`src/rtl/pcm_port_pkg.sv`:
```
package pcm_port_pkg;
  typedef enum logic {
    FRM_SHORT = 1'b0,
    FRM_LONG  = 1'b1
  } frame_mode_e;

  typedef enum logic [1:0] {
    TX_IDLE,
    TX_ARMED,
    TX_SHIFT,
    TX_TAIL
  } tx_state_e;
endpackage

```
`src/rtl/pcm_edge_det.sv`:
```
module pcm_edge_det #(
  parameter int unsigned N = 1
) (
  input  logic         clk_i,
  input  logic         rst_ni,
  input  logic [N-1:0] lvl_i,
  output logic [N-1:0] rise_o,
  output logic [N-1:0] fall_o
);
  logic [N-1:0] lvl_q;

  always_ff @(posedge clk_i or negedge rst_ni) begin
    if (!rst_ni) lvl_q <= '0;
    else         lvl_q <= lvl_i;
  end

  for (genvar g = 0; g < N; g++) begin : g_line
    assign rise_o[g] =  lvl_i[g] & ~lvl_q[g];
    assign fall_o[g] = ~lvl_i[g] &  lvl_q[g];
  end
endmodule

```
`src/rtl/pcm_frame_detect.sv`:
```
module pcm_frame_detect
  import pcm_port_pkg::*;
#(
  parameter int unsigned LONG_MIN = 3
) (
  input  logic        clk_i,
  input  logic        rst_ni,
  input  logic        bclk_fall_i,
  input  logic        fs_lvl_i,
  input  logic        fs_fall_i,
  output frame_mode_e mode_o
);
  localparam int unsigned CW = $clog2(LONG_MIN + 1);
  localparam logic [CW-1:0] WID_SAT = CW'(LONG_MIN);

  logic [CW-1:0] wid_q;
  frame_mode_e   mode_q;

  // width counted in falling bit-clock edges seen with sync high, saturating
  always_ff @(posedge clk_i or negedge rst_ni) begin
    if (!rst_ni) begin
      wid_q  <= '0;
      mode_q <= FRM_SHORT;
    end else if (fs_fall_i) begin
      mode_q <= (wid_q >= WID_SAT) ? FRM_LONG : FRM_SHORT;
      wid_q  <= '0;
    end else if (bclk_fall_i && fs_lvl_i && wid_q != WID_SAT) begin
      wid_q <= wid_q + 1'b1;
    end
  end

  assign mode_o = mode_q;

  AST_MODE_ON_SYNC_END: assert property (@(posedge clk_i) disable iff (!rst_ni)
    !$stable(mode_q) |-> $past(fs_fall_i));
endmodule

```
`src/rtl/pcm_tx_path.sv`:
```
module pcm_tx_path
  import pcm_port_pkg::*;
#(
  parameter int unsigned WORD_W = 8
) (
  input  logic              clk_i,
  input  logic              rst_ni,
  input  frame_mode_e       mode_i,
  input  logic              bclk_lvl_i,
  input  logic              bclk_rise_i,
  input  logic              bclk_fall_i,
  input  logic              fs_lvl_i,
  input  logic              fs_rise_i,
  input  logic              fs_fall_i,
  input  logic [WORD_W-1:0] word_i,
  input  logic              load_i,
  output logic              sd_o,
  output logic              oe_o
);
  localparam int unsigned CW = $clog2(WORD_W);
  localparam logic [CW-1:0] LAST = CW'(WORD_W - 1);

  logic [WORD_W-1:0] hold_q, sh_q;
  logic [CW-1:0]     cnt_q;
  tx_state_e         st_q;
  logic              long_m, go_now, arm;

  assign long_m = (mode_i == FRM_LONG);
  // long framing: sync rising while bit clock is already high starts at once
  assign go_now = long_m & fs_rise_i & bclk_lvl_i;
  assign arm    = long_m ? (fs_rise_i & ~bclk_lvl_i) : (bclk_fall_i & fs_lvl_i);

  always_ff @(posedge clk_i or negedge rst_ni) begin
    if (!rst_ni)     hold_q <= '0;
    else if (load_i) hold_q <= word_i;
  end

  always_ff @(posedge clk_i or negedge rst_ni) begin
    if (!rst_ni) begin
      st_q  <= TX_IDLE;
      sh_q  <= '0;
      cnt_q <= '0;
    end else if (go_now) begin
      st_q  <= TX_SHIFT;
      sh_q  <= hold_q;
      cnt_q <= '0;
    end else if (arm) begin
      st_q <= TX_ARMED;
    end else begin
      unique case (st_q)
        TX_ARMED: if (bclk_rise_i) begin
          st_q  <= TX_SHIFT;
          sh_q  <= hold_q;
          cnt_q <= '0;
        end
        TX_SHIFT: begin
          if (bclk_rise_i && cnt_q != LAST) begin
            sh_q  <= {sh_q[WORD_W-2:0], 1'b0};
            cnt_q <= cnt_q + 1'b1;
          end else if (bclk_fall_i && cnt_q == LAST) begin
            st_q <= (long_m && fs_lvl_i) ? TX_TAIL : TX_IDLE;
          end
        end
        TX_TAIL: if (fs_fall_i) st_q <= TX_IDLE;
        default: ;
      endcase
    end
  end

  assign oe_o = (st_q == TX_SHIFT) || (st_q == TX_TAIL);
  assign sd_o = sh_q[WORD_W-1];

  AST_OE_ON_AT_EDGE: assert property (@(posedge clk_i) disable iff (!rst_ni)
    $rose(oe_o) |-> $past(bclk_rise_i || fs_rise_i));
  AST_OE_OFF_AT_EDGE: assert property (@(posedge clk_i) disable iff (!rst_ni)
    $fell(oe_o) |-> $past(bclk_fall_i || fs_fall_i || fs_rise_i));
  AST_TAIL_LONG_ONLY: assert property (@(posedge clk_i) disable iff (!rst_ni)
    (st_q == TX_TAIL) |-> long_m);
endmodule

```
`src/rtl/pcm_rx_path.sv`:
```
module pcm_rx_path
  import pcm_port_pkg::*;
#(
  parameter int unsigned WORD_W = 8
) (
  input  logic              clk_i,
  input  logic              rst_ni,
  input  frame_mode_e       mode_i,
  input  logic              bclk_fall_i,
  input  logic              fs_lvl_i,
  input  logic              fs_rise_i,
  input  logic              sd_i,
  output logic [WORD_W-1:0] word_o,
  output logic              valid_o
);
  localparam int unsigned CW = $clog2(WORD_W);
  localparam logic [CW-1:0] LAST = CW'(WORD_W - 1);

  logic [WORD_W-1:0] sh_q, word_q;
  logic [CW-1:0]     cnt_q;
  logic              act_q, valid_q, arm;

  assign arm = (mode_i == FRM_LONG) ? fs_rise_i : (bclk_fall_i & fs_lvl_i);

  // the last bit of a word and the next sync may share one falling edge
  always_ff @(posedge clk_i or negedge rst_ni) begin
    if (!rst_ni) begin
      sh_q    <= '0;
      word_q  <= '0;
      cnt_q   <= '0;
      act_q   <= 1'b0;
      valid_q <= 1'b0;
    end else begin
      valid_q <= 1'b0;
      if (act_q && bclk_fall_i) begin
        sh_q <= {sh_q[WORD_W-2:0], sd_i};
        if (cnt_q == LAST) begin
          act_q   <= 1'b0;
          word_q  <= {sh_q[WORD_W-2:0], sd_i};
          valid_q <= 1'b1;
        end else begin
          cnt_q <= cnt_q + 1'b1;
        end
      end
      if (arm) begin
        act_q <= 1'b1;
        cnt_q <= '0;
      end
    end
  end

  assign word_o  = word_q;
  assign valid_o = valid_q;

  AST_VALID_ONE_CYCLE: assert property (@(posedge clk_i) disable iff (!rst_ni)
    valid_q |=> !valid_q);
  AST_VALID_ON_FALL: assert property (@(posedge clk_i) disable iff (!rst_ni)
    valid_q |-> $past(bclk_fall_i));
endmodule

```
`src/rtl/pcm_port_top.sv`:
```
module pcm_port_top
  import pcm_port_pkg::*;
#(
  parameter int unsigned WORD_W   = 8,
  parameter int unsigned LONG_MIN = 3
) (
  input  logic              clk_i,
  input  logic              rst_ni,
  input  logic              bclk_i,
  input  logic              tx_fs_i,
  input  logic [WORD_W-1:0] tx_word_i,
  input  logic              tx_load_i,
  output logic              tx_sd_o,
  output logic              tx_oe_o,
  output logic              slot_n_o,
  input  logic              rx_fs_i,
  input  logic              rx_sd_i,
  output logic [WORD_W-1:0] rx_word_o,
  output logic              rx_valid_o,
  output logic              long_mode_o
);
  localparam int unsigned NL = 3;  // bit clock, tx sync, rx sync

  logic [NL-1:0] ev_rise, ev_fall;
  logic          rx_fs_fall_unused;
  frame_mode_e   mode;

  pcm_edge_det #(.N(NL)) u_edge (
    .clk_i  (clk_i),
    .rst_ni (rst_ni),
    .lvl_i  ({rx_fs_i, tx_fs_i, bclk_i}),
    .rise_o (ev_rise),
    .fall_o (ev_fall)
  );

  assign rx_fs_fall_unused = ev_fall[2];

  pcm_frame_detect #(.LONG_MIN(LONG_MIN)) u_detect (
    .clk_i       (clk_i),
    .rst_ni      (rst_ni),
    .bclk_fall_i (ev_fall[0]),
    .fs_lvl_i    (tx_fs_i),
    .fs_fall_i   (ev_fall[1]),
    .mode_o      (mode)
  );

  pcm_tx_path #(.WORD_W(WORD_W)) u_tx (
    .clk_i       (clk_i),
    .rst_ni      (rst_ni),
    .mode_i      (mode),
    .bclk_lvl_i  (bclk_i),
    .bclk_rise_i (ev_rise[0]),
    .bclk_fall_i (ev_fall[0]),
    .fs_lvl_i    (tx_fs_i),
    .fs_rise_i   (ev_rise[1]),
    .fs_fall_i   (ev_fall[1]),
    .word_i      (tx_word_i),
    .load_i      (tx_load_i),
    .sd_o        (tx_sd_o),
    .oe_o        (tx_oe_o)
  );

  pcm_rx_path #(.WORD_W(WORD_W)) u_rx (
    .clk_i       (clk_i),
    .rst_ni      (rst_ni),
    .mode_i      (mode),
    .bclk_fall_i (ev_fall[0]),
    .fs_lvl_i    (rx_fs_i),
    .fs_rise_i   (ev_rise[2]),
    .sd_i        (rx_sd_i),
    .word_o      (rx_word_o),
    .valid_o     (rx_valid_o)
  );

  assign slot_n_o    = ~tx_oe_o;
  assign long_mode_o = (mode == FRM_LONG);
endmodule

```
`config.mk`:
```
export PLATFORM = sky130hd
export DESIGN_NAME = pcm_port_top
export DESIGN_NICKNAME = d
export VERILOG_FILES = /design/src/rtl/pcm_port_pkg.sv /design/src/rtl/pcm_edge_det.sv /design/src/rtl/pcm_frame_detect.sv /design/src/rtl/pcm_tx_path.sv /design/src/rtl/pcm_rx_path.sv /design/src/rtl/pcm_port_top.sv
export SDC_FILE = /design/constraint.sdc
export NUM_CORES = 1
export LEC_CHECK = 0
export ABC_AREA = 1
export CORE_MARGIN = 5
export CORE_UTILIZATION = 32
export CTS_BUF_LIST = sky130_fd_sc_hd__clkbuf_8
export CTS_CLUSTER_DIAMETER = 60
export CTS_CLUSTER_SIZE = 40
export DETAILED_ROUTE_END_ITERATION = 12
export SLEW_MARGIN = 20
export SYNTH_ARGS = -nofsm -noshare
export SYNTH_HDL_FRONTEND = slang
export SYNTH_SLANG_ARGS = --single-unit
export TNS_END_PERCENT = 100
```
`constraint.sdc`:
```
create_clock -name clk_i -period 1.7 [get_ports clk_i]
set_clock_uncertainty 0.2 [all_clocks]
set_input_delay 0.34 -clock clk_i [delete_from_list [all_inputs] [get_ports clk_i]]
set_output_delay 0.34 -clock clk_i [all_outputs]
set_load 0.005 [all_outputs]
```
==> key figures <==
Yosys
  • Syn Area/Cell: 8.25 um2
  • Post-Syn Area: 0.00233 mm2
  • Yosys cell types: 22
  • Share of the synthesized area in the top cell type: 50.4%
  • Post-synth EDFFs: 0
  • Syn nets: 306
  • Top cells by count, synth: 86 x nand2_1, 47 x dfrtp_1, 34 x inv_1
  • Area contributors post-synth: dfrtp_1 50%, nand2_1 14%, o21ai_0 7.1%
  • Yosys warnings: 0
  • Cells after synthesis: 283
  • Register bit total from synthesis: 47
  • Top-count cell post-synth: nand2_1
  • Area leader, netlist: dfrtp_1
  • Post-synthesis sequential area ratio: 50.4%
  • Asr flop ratio synth: 100%
  • Synth Flop Type: dfrtp_1

Route
  • WL final: 4870 um
  • Drt drc: 0
  • Vias: 1977
  • Pre-antenna DRT Iters: 4
  • Wirelength per Cell: 11.0 um
  • Post-route antenna net violation count: 0
  • 1st-iter DRT viols: 86
  • Vias per cell: 4.47

Min path
  • Hold WC Path Type: in -> reg

Floorplanning
  • Row count: 31
  • Die area: 0.00910 mm2
  • Chip width: 95.4 um
  • Die Y: 95.4 um
  • Core area: 0.00718 mm2
  • Starting Density: 32.5%
  • Num ports: 28

Layout
  • Post-route cell area: 0.00317 mm2
  • # nets final: 365
  • FILL cells: 722
  • Layout cell share with drive strength beyond 1: 25.9%
  • Diodes inserted: 0
  • Area Growth Syn to Fin: 36.0%

CTS
  • CTS tree: done
  • CTS Sinks: 47
  • Worst-path clk slew: 80 ps
  • Root buffer cell: clkbuf_8
  • Clock Path Buffers: 2
  • Skew-Pair Late Insertion Delay: 290 ps
  • CTS Buf Count: 5
  • H-tree levels: 2

Worst setup path
  • Bufs and invs on worst path: 2
  • Worst endpoint required time: 1160 ps
  • Crit-path max cell delay: 460 ps
  • CP max FO: 3
  • Setup crit start kind: flip-flop
  • Worst setup path category: reg -> out
  • Flop2flop setup slack: -20 ps
  • Crit-path leading delay family: flip-flops
  • CP arrival: 1210 ps
  • CP max stage cell: dfrtp_2
  • Crit path capture type: output port
  • Crit-path cells: ha_4 > nor2_4 > inv_2 > buf_2

GRT
  • Total grt overflow: 0
  • GRT Resource Usage Total: 11.5%
  • Largest net degree at the start of global routing: 48
  • First-pass GRT wire length: 8360 um
  • Vias in the first global route: 1869
  • Antenna violations before repair: 0

Place
  • Hpwl dp: 3210 um
  • Area after DPL: 0.00284 mm2
  • GPL Wtd Cong: 0.831
  • Port-buffer cells: 27

Timing
  • WHS: 192 ps
  • Pins over their slew limit: 0
  • Worst Tran Pin Value: 253 ps
  • Fin crit period: 1750 ps
  • Final Hold Vio Count: 0
  • Slew Limit Headroom: 83.1%
  • Tcrit/Tclk final: 103%
  • Fmax: 573 MHz
  • Finish-stage setup viols: 6
  • Fin worst setup slack: -46.6 ps
  • RSZ-0062 raised after global routing: yes

Pwr
  • LEAKAGE: 1.63 nW
  • Worst vdd ir: 608 uV
  • Power per Cell Area: 1350 mW/mm2
  • Power, Total: 4.29 mW

Status
  • Failing checks: setup timing
  • Status: finished with violations

Flow run
  • Max-Cap Viols: 0
==> per-stage QoR <==
stage | TNS, ps | util (%) | std cells | worst slack [ps]
2_1_floorplan | 0 | - | 283 | 61.7
3_3_place_gp | -7640 | 39.6 | 421 | -260
3_5_place_dp | -8240 | 39.6 | 421 | -288
4_1_cts | -133 | 42.8 | 442 | -57.3
5_1_grt | -906 | 44.2 | 442 | -95.8
6_report | -92.8 | 44.2 | 442 | -46.6
==> per-layer routing <==
metal  track usage [%]  part of all wire, %
met4              3.55                 0.59
met3              2.29                  3.1
met2              19.7                   49
met5                 0                    0
met1              14.7                   48
==> flip-flops by register name (all words and copies together), names as in the netlist <==
signal,flops
u_rx.word_o,8
u_rx.cnt_q,3
u_detect.wid_q,2
u_tx.sh_q,8
u_tx.st_q,2
u_detect.mode_o,1
u_tx.cnt_q,3
u_rx.act_q,1
u_rx.valid_o,1
u_rx.sh_q,7
u_tx.hold_q,8
u_edge.lvl_q,3
==> report_power, final <==
group | internal [mW] | leakage (nW) | switching (mW)
Combinational | 0.982 | 0.989 | 1.10
Sequential | 1.39 | 0.598 | 0.173
Clock | 0.282 | 0.0453 | 0.366
==> cell type report <==
cell class                      instances  area [um2]  area share [%]
Clock buffer                            5        68.8            2.17
Clock inverter                          3        16.3           0.513
Inverter                               37         146            4.61
Multi-Input combinational cell        189        1080            34.1
Sequential cell                        47        1180            37.2
Tap cell                               99         124            3.90
Timing Repair Buffer                   62         556            17.5
==> worst paths after layout <==
check | end | depth (start not counted) | from
max in group asynchronous | u_detect.mode_o | 3 | rst_ni
hold reg to reg | u_detect.wid_q[0] | 1 | u_detect.wid_q[0]
hold / removal | u_edge.lvl_q[0] | 2 | bclk_i
min in group asynchronous | u_rx.word_o[5] | 3 | rst_ni
setup / recovery | tx_oe_o | 4 | u_tx.st_q[1]
setup reg to reg | u_tx.st_q[1] | 11 | u_tx.st_q[1]
==> worst reg2reg max path, cell delays in order (launching register included) <==
cell and delay, ps:
dfrtp_2 460, ha_4 180, nor2_4 120, inv_2 40, buf_4 120, buf_4 120, buf_4 120, nand2_1 50
nand3_1 80, nand2_1 80, nand3_1 60, nand2_1 50
==> timing repair <==
action,CTS,global route
hold buffers,1,0
endpoints found under the setup margin,23,29
pin swaps,10,21
endpoints found under the hold margin,47,0
gates resized for setup,39,28
setup buffers,10,0
gates cloned,3,0
==> placed cells by master (no fill, tap or decap), drive strengths merged <==
| cell | instances |
|---|---|
| nand2 | 89 |
| dfrtp | 47 |
| o21ai | 41 |
| inv | 38 |
| buf | 37 |
| nor2 | 19 |
| nand4 | 12 |
| clkdlybuf4s50 | 12 |
| nand3 | 12 |
| dlygate4sd2 | 10 |
| ha | 8 |
| a21oi | 6 |
| clkbuf | 5 |
| dlymetal6s2s | 2 |
| nand3b | 1 |
| o21bai | 1 |
| clkinvlp | 1 |
| clkinv | 1 |
| dlygate4sd3 | 1 |
==> cells by family (layout without fill, tap and decap cells) <==
| family | after synthesis | after routing | synth area share [%] |
|---|---|---|---|
| adders and majority gates | 8 | 8 | 4.29 |
| DFF | 47 | 47 | 50.4 |
| and+or+nand+nor | 132 | 133 | 25.0 |
| buffers and inverters | 48 | 107 | 8.79 |
| AOI/OAI and AO/OA | 48 | 48 | 11.5 |
(Power assumes the default switching activity.)
